===== src/rtl/sar_port_pkg.sv =====
package sar_port_pkg;

    typedef enum logic [1:0] {
        ST_IDLE  = 2'd0,
        ST_CONV  = 2'd1,
        ST_READY = 2'd2
    } conv_state_t;

endpackage


===== src/rtl/sar_in_sync.sv =====
module sar_in_sync #(
    parameter int STAGES = 2
) (
    input  logic clk,
    input  logic rst_n,
    input  logic din,
    output logic level
);

    logic [STAGES-1:0] pipe;

    always_ff @(posedge clk or negedge rst_n) begin
        if (!rst_n) begin
            pipe <= '0;
        end else begin
            pipe <= {pipe[STAGES-2:0], din};
        end
    end

    assign level = pipe[STAGES-1];

endmodule


===== src/rtl/sar_conv_ctrl.sv =====
module sar_conv_ctrl
    import sar_port_pkg::*;
#(
    parameter int CONV_CYC = 40
) (
    input  logic        clk,
    input  logic        rst_n,
    input  logic        cnv_rise,
    output conv_state_t state,
    output logic        done
);

    localparam int CW = $clog2(CONV_CYC + 1);

    conv_state_t    nxt;
    logic [CW-1:0]  timer;

    assign done = (state == ST_CONV) && (timer == '0);

    // state register
    always_ff @(posedge clk or negedge rst_n) begin
        if (!rst_n) begin
            state <= ST_IDLE;
        end else begin
            state <= nxt;
        end
    end

    // transitions: start, finish, restart
    always_comb begin
        nxt = state;
        unique case (state)
            ST_IDLE:  if (cnv_rise) nxt = ST_CONV;
            ST_CONV:  if (done)     nxt = ST_READY;
            ST_READY: if (cnv_rise) nxt = ST_CONV;
            default:  nxt = ST_IDLE;
        endcase
    end

    always_ff @(posedge clk or negedge rst_n) begin
        if (!rst_n) begin
            timer <= '0;
        end else if (state != ST_CONV && cnv_rise) begin
            timer <= CW'(CONV_CYC - 1);
        end else if (state == ST_CONV && timer != '0) begin
            timer <= timer - CW'(1);
        end
    end

endmodule


===== src/rtl/sar_out_shift.sv =====
module sar_out_shift
    import sar_port_pkg::*;
#(
    parameter int DATA_W = 14
) (
    input  logic              clk,
    input  logic              rst_n,
    input  logic              load,
    input  logic              busy_in,
    input  logic              chain_mode,
    input  logic [DATA_W-1:0] code,
    input  conv_state_t       state,
    input  logic              cnv_lv,
    input  logic              sdi_lv,
    input  logic              cnv_rise,
    input  logic              sck_fall,
    output logic              sdo,
    output logic              sdo_oe
);

    localparam int              CNTW = $clog2(DATA_W + 1);
    localparam logic [CNTW-1:0] LAST = CNTW'(DATA_W);

    logic [DATA_W-1:0] shreg;
    logic              lead;
    logic [CNTW-1:0]   sent;
    logic              sel;
    logic              shift_en;
    logic              in_bit;

    assign sel      = ~cnv_lv | ~sdi_lv;
    assign shift_en = (state == ST_READY) && sck_fall && (chain_mode || sel);
    assign in_bit   = chain_mode & sdi_lv;

    always_ff @(posedge clk or negedge rst_n) begin
        if (!rst_n) begin
            shreg <= '0;
            lead  <= 1'b0;
            sent  <= '0;
        end else if (load) begin
            shreg <= code;
            lead  <= busy_in;
            sent  <= '0;
        end else if (shift_en) begin
            if (lead) begin
                lead <= 1'b0;
            end else begin
                shreg <= {shreg[DATA_W-2:0], in_bit};
                if (sent != LAST) sent <= sent + CNTW'(1);
            end
        end
    end

    // output drive per state
    always_comb begin
        sdo_oe = 1'b0;
        sdo    = 1'b0;
        unique case (state)
            ST_IDLE: begin
                sdo_oe = 1'b0;
            end
            ST_CONV: begin
                sdo_oe = chain_mode & ~sdi_lv & ~cnv_lv;
            end
            ST_READY: begin
                if (chain_mode) begin
                    sdo_oe = 1'b1;
                    sdo    = lead ? sdi_lv : shreg[DATA_W-1];
                end else begin
                    sdo_oe = sel && (sent != LAST);
                    sdo    = lead ? 1'b0 : shreg[DATA_W-1];
                end
            end
            default: begin
                sdo_oe = 1'b0;
            end
        endcase
        if (cnv_rise) sdo_oe = 1'b0;
    end

endmodule


===== src/rtl/sar_serial_port.sv =====
module sar_serial_port
    import sar_port_pkg::*;
#(
    parameter int DATA_W      = 14,
    parameter int IN_W        = 16,
    parameter int CONV_CYC    = 40,
    parameter int SYNC_STAGES = 2
) (
    input  logic            clk,
    input  logic            rst_n,
    input  logic            cnv_i,
    input  logic            sck_i,
    input  logic            sdi_i,
    input  logic [IN_W-1:0] sample_i,
    output logic            sdo_o,
    output logic            sdo_oe_o
);

    localparam int              NPINS    = 3;
    localparam logic [IN_W-1:0] CODE_MAX = IN_W'((2 ** DATA_W) - 1);

    logic [NPINS-1:0]  raw_in;
    logic [NPINS-1:0]  lv;
    logic              cnv_lv, sck_lv, sdi_lv;
    logic              cnv_q, sck_q;
    logic              cnv_rise, sck_fall;
    logic              chain_q, chain_busy_q;
    logic [DATA_W-1:0] code_q;
    logic [DATA_W-1:0] sat_code;
    logic              busy_at_done;
    logic              done;
    conv_state_t       state;

    assign raw_in = {cnv_i, sck_i, sdi_i};

    for (genvar g = 0; g < NPINS; g++) begin : g_sync
        sar_in_sync #(.STAGES(SYNC_STAGES)) u_sync (
            .clk   (clk),
            .rst_n (rst_n),
            .din   (raw_in[g]),
            .level (lv[g])
        );
    end

    assign cnv_lv = lv[2];
    assign sck_lv = lv[1];
    assign sdi_lv = lv[0];

    always_ff @(posedge clk or negedge rst_n) begin
        if (!rst_n) begin
            cnv_q <= 1'b0;
            sck_q <= 1'b0;
        end else begin
            cnv_q <= cnv_lv;
            sck_q <= sck_lv;
        end
    end

    assign cnv_rise = cnv_lv & ~cnv_q;
    assign sck_fall = ~sck_lv & sck_q;

    assign sat_code = (sample_i >= CODE_MAX) ? DATA_W'(CODE_MAX) : sample_i[DATA_W-1:0];

    // mode and sample capture on an accepted strobe rise
    always_ff @(posedge clk or negedge rst_n) begin
        if (!rst_n) begin
            chain_q      <= 1'b0;
            chain_busy_q <= 1'b0;
            code_q       <= '0;
        end else if (cnv_rise && state != ST_CONV) begin
            chain_q      <= ~sdi_lv;
            chain_busy_q <= sck_lv;
            code_q       <= sat_code;
        end
    end

    assign busy_at_done = chain_q ? chain_busy_q : (~cnv_lv | ~sdi_lv);

    sar_conv_ctrl #(.CONV_CYC(CONV_CYC)) u_ctrl (
        .clk      (clk),
        .rst_n    (rst_n),
        .cnv_rise (cnv_rise),
        .state    (state),
        .done     (done)
    );

    sar_out_shift #(.DATA_W(DATA_W)) u_shift (
        .clk        (clk),
        .rst_n      (rst_n),
        .load       (done),
        .busy_in    (busy_at_done),
        .chain_mode (chain_q),
        .code       (code_q),
        .state      (state),
        .cnv_lv     (cnv_lv),
        .sdi_lv     (sdi_lv),
        .cnv_rise   (cnv_rise),
        .sck_fall   (sck_fall),
        .sdo        (sdo_o),
        .sdo_oe     (sdo_oe_o)
    );

endmodule


===== config.mk =====
export PLATFORM = sky130hd
export DESIGN_NAME = sar_serial_port
export DESIGN_NICKNAME = d
export VERILOG_FILES = /design/src/rtl/sar_port_pkg.sv /design/src/rtl/sar_in_sync.sv /design/src/rtl/sar_conv_ctrl.sv /design/src/rtl/sar_out_shift.sv /design/src/rtl/sar_serial_port.sv
export SDC_FILE = /design/constraint.sdc
export NUM_CORES = 1
export LEC_CHECK = 0
export ABC_AREA = 0
export BUFFER_PORTS_ARGS = -buffer_cell sky130_fd_sc_hd__clkbuf_2
export CORE_MARGIN = 10
export CORE_UTILIZATION = 55
export CTS_CLUSTER_DIAMETER = 100
export DETAILED_ROUTE_END_ITERATION = 10
export PLACE_DENSITY = 0.82
export SYNTH_ARGS = -nofsm -noshare
export SYNTH_HDL_FRONTEND = slang
export SYNTH_HIERARCHICAL = 1
export SYNTH_SLANG_ARGS = --single-unit

===== constraint.sdc =====
create_clock -name clk -period 3.8 [get_ports clk]
set_input_delay 0.76 -clock clk [delete_from_list [all_inputs] [get_ports clk]]
set_output_delay 0.76 -clock clk [all_outputs]
set_load 0.02 [all_outputs]

==> results.cfg <==
[detailed_routing]
totalWireLength_um = 4710
vias = 1708
first_pass_iters = 4
routed_via_density = 5.83
drtIter0Drc = 130
wl_per_cell_um = 16.1
antenna_left = 0
drc = 0

[placed_design]
routabilityCongestion = 0.777
post-place-cells = 285
numPortBuffers = 22
hpwl_um = 3250

[floorplan]
rows = 25
die_x_um = 88.9
core_area_sq_um = 4660
die_area_sq_um = 7900
pin_count = 23
start_util_pct = 56.0
die_h_um = 88.9

[clock_network]
cts_setup_buffers = 0
clock_latency_ns = 0.30
clkSinkCount = 51
root_buffer = clkbuf_8
cts_buffer_depth = 2
numCtsBuffers = 5
htreeDepth = 2
cts_resized = 0
postCtsHoldBufs = 0
clkTransAtPathRegs_ns = 0.10
tritoncts = done

[timing]
clock_skew_ns = 0.0114
slew_headroom_pct = 49.3
tightest_slew_ns = 0.760
holdWs_ns = 0.358
fmax_mhz = 377
setup_viol = 0
hold_violations = 0
fin_crit_ns = 2.65
setup_tns_ns = 0
drv_slew = 0
grt_setup_unrepaired = no
timing.final.crit_share_pct = 69.8

[flow_run]
cap_violations = 0

[global_route]
use_met2_pct = 20.6
top_usage_layer = met2
globalRouteOverflowTotal = 0
grt_usage_pct = 13.1
grt_pass1_wl_um = 8270
grt_start_max_net_pins = 36
met1_usage_pct = 17.7
antenna_found_initial = 0
grt_use_met3_pct = 3.37
grt_pass1_vias = 1747

[power]
worst_ir_drop_vdd_mv = 0.391
p_per_area_nw_per_um2 = 627
leakagePower_nw = 1.23

[yosys]
ys_warn_count = 6
netlist.area_leader.share_pct = 48.9
syn_nets = 246
seq_area_frac_synth_pct = 48.9
syn_area_sq_um = 2610
synth.avg_cell_area_sq_um = 11.9
synth.distinct_cells = 53
yosys_most_used_dff = dfrtp_1
yosys-top-cells-count = 51 x dfrtp_1, 15 x inv_1, 15 x nor2b_1
synth_seq_cells = 51
synth.largest_area_cell = dfrtp_1
synth_cells = 219
ys_top_cells_by_area = dfrtp_1 49%, mux2_4 5.2%, a221o_1 5.0%
synth_edf_count = 0
async_flop_share_pct = 100
yosysMostFrequentCell = dfrtp_1

[setup_path]
worstPathRequired_ns = 3.04
r2r_start = u_ctrl/timer[0]
crit_path_max_fanout = 7
end_kind = primary output
rrSetupSlack_ns = 1.57
r2r-end = u_shift/shreg[13]
cp.arrival_ns = 1.89
criticalPathCategory = reg -> out
r2r_cells = 8
cp-start-kind = register

[worst_hold_path]
holdCritStartpoint = g_sync[0].u_sync/pipe[0]
hold-path-endpoint = g_sync[0].u_sync/pipe[1]
hp-class = reg -> reg
hold_path_depth = 0

[finish]
stdcell_count = 293
area_growth_syn_to_layout_pct = 7.95
antenna_cells = 0
fin_nets = 265
drive_above_1_share_pct = 22.6

[status]
status = finished clean
power by group:
group / leakage [nW] / total, mW / internal (mW) / switching [mW]
clock: 0.0491 / 0.326 / 0.136 / 0.190
sequential: 0.597 / 0.876 / 0.740 / 0.135
combinational: 0.580 / 0.565 / 0.326 / 0.239
total: 1.23 / 1.77 / 1.20 / 0.565
kinds of logic (layout without fill, tap and decap cells):
family                   after synthesis  count (layout)  share of synthesized area, %
AND/OR/NAND/NOR                       72              72                          18.7
buffers and inverters                 28              48                          5.51
flip-flops                            51              51                          48.9
AO/OA/AOI/OAI                         44              44                          15.1
adder cells (fa/ha/maj)                6               6                          2.87
multiplexers                          18              18                          8.91
layout by cell type, fill, tap and decap left out, types with 3 or more instances in the layout:
master,netlist,final
dfrtp_1,51,51
clkbuf_2,0,22
inv_1,15,15
nor2b_1,15,15
or3_1,14,14
nor3b_1,14,14
a221o_1,13,13
mux2_4,9,9
mux2_2,6,6
ha_1,6,6
clkbuf_8,0,5
nand3_1,4,4
nand2b_1,4,4
nor2_1,3,3
mux2i_1,3,3
buf_4,0,3
and2_1,3,3
a21oi_1,3,3
o21ai_0,3,3
nand2_1,3,3
area by class of cell:
cell class / count / area (sq um)
multi-input cells: 140 / 1190
well taps: 54 / 67.6
fillers: 372 / 1840
repair buffers: 25 / 133
inverters: 15 / 56.3
clock buffers: 5 / 68.8
flip-flops and latches: 51 / 1280
clock inverters: 3 / 26.3
critical path, cell delays in order, from the launching register on:
cell,delay [ns]
dfrtp_1,0.48
inv_1,0.10
ha_1,0.23
o21ai_0,0.10
a2111oi_0,0.43
clkbuf_2,0.24
worst max-delay path by stage:
stage | start | to | slack (ns) | depth (start not counted)
floorplan | u_ctrl/state[0] | sdo_oe_o | 1.10 | 4
CTS | u_ctrl/state[0] | sdo_oe_o | 1.15 | 5
global placement | u_ctrl/state[0] | sdo_oe_o | 1.54 | 5
global route | u_ctrl/state[0] | sdo_oe_o | 0.98 | 5
finish | u_ctrl/state[0] | sdo_oe_o | 1.15 | 5
detailed placement | u_ctrl/state[0] | sdo_oe_o | 1.49 | 5
sequential cells by signal, indices dropped and copies added (netlist names):
register and flops:
u_shift/shreg 14, cnv_q 1, chain_busy_q 1, g_sync.u_sync/pipe 6
u_shift/sent 4, u_shift/lead 1, code_q 14, chain_q 1
u_ctrl/state 2, sck_q 1, u_ctrl/timer 6
routing by layer:
| layer | share of wire (%) | up-vias |
|---|---|---|
| met5 | 0 | - |
| met4 | 1.0 | 0 |
| met3 | 3.6 | 6 |
| met2 | 45 | 23 |
| met1 | 50 | 832 |
| li1 | - | 847 |
stage by stage:
stage	setup slack, ns	cell area, sq um	util (%)	power (mW)
final	1.15	2820	60.5	1.77
after floorplan	1.10	2610	-	1.32
after global placement	1.54	2720	58.4	1.42
after CTS	1.15	2820	60.5	1.78
after global routing	0.977	2820	60.5	1.89
after detailed placement	1.49	2720	58.4	1.45
No activity file was read; power rests on OpenSTA's default activity.
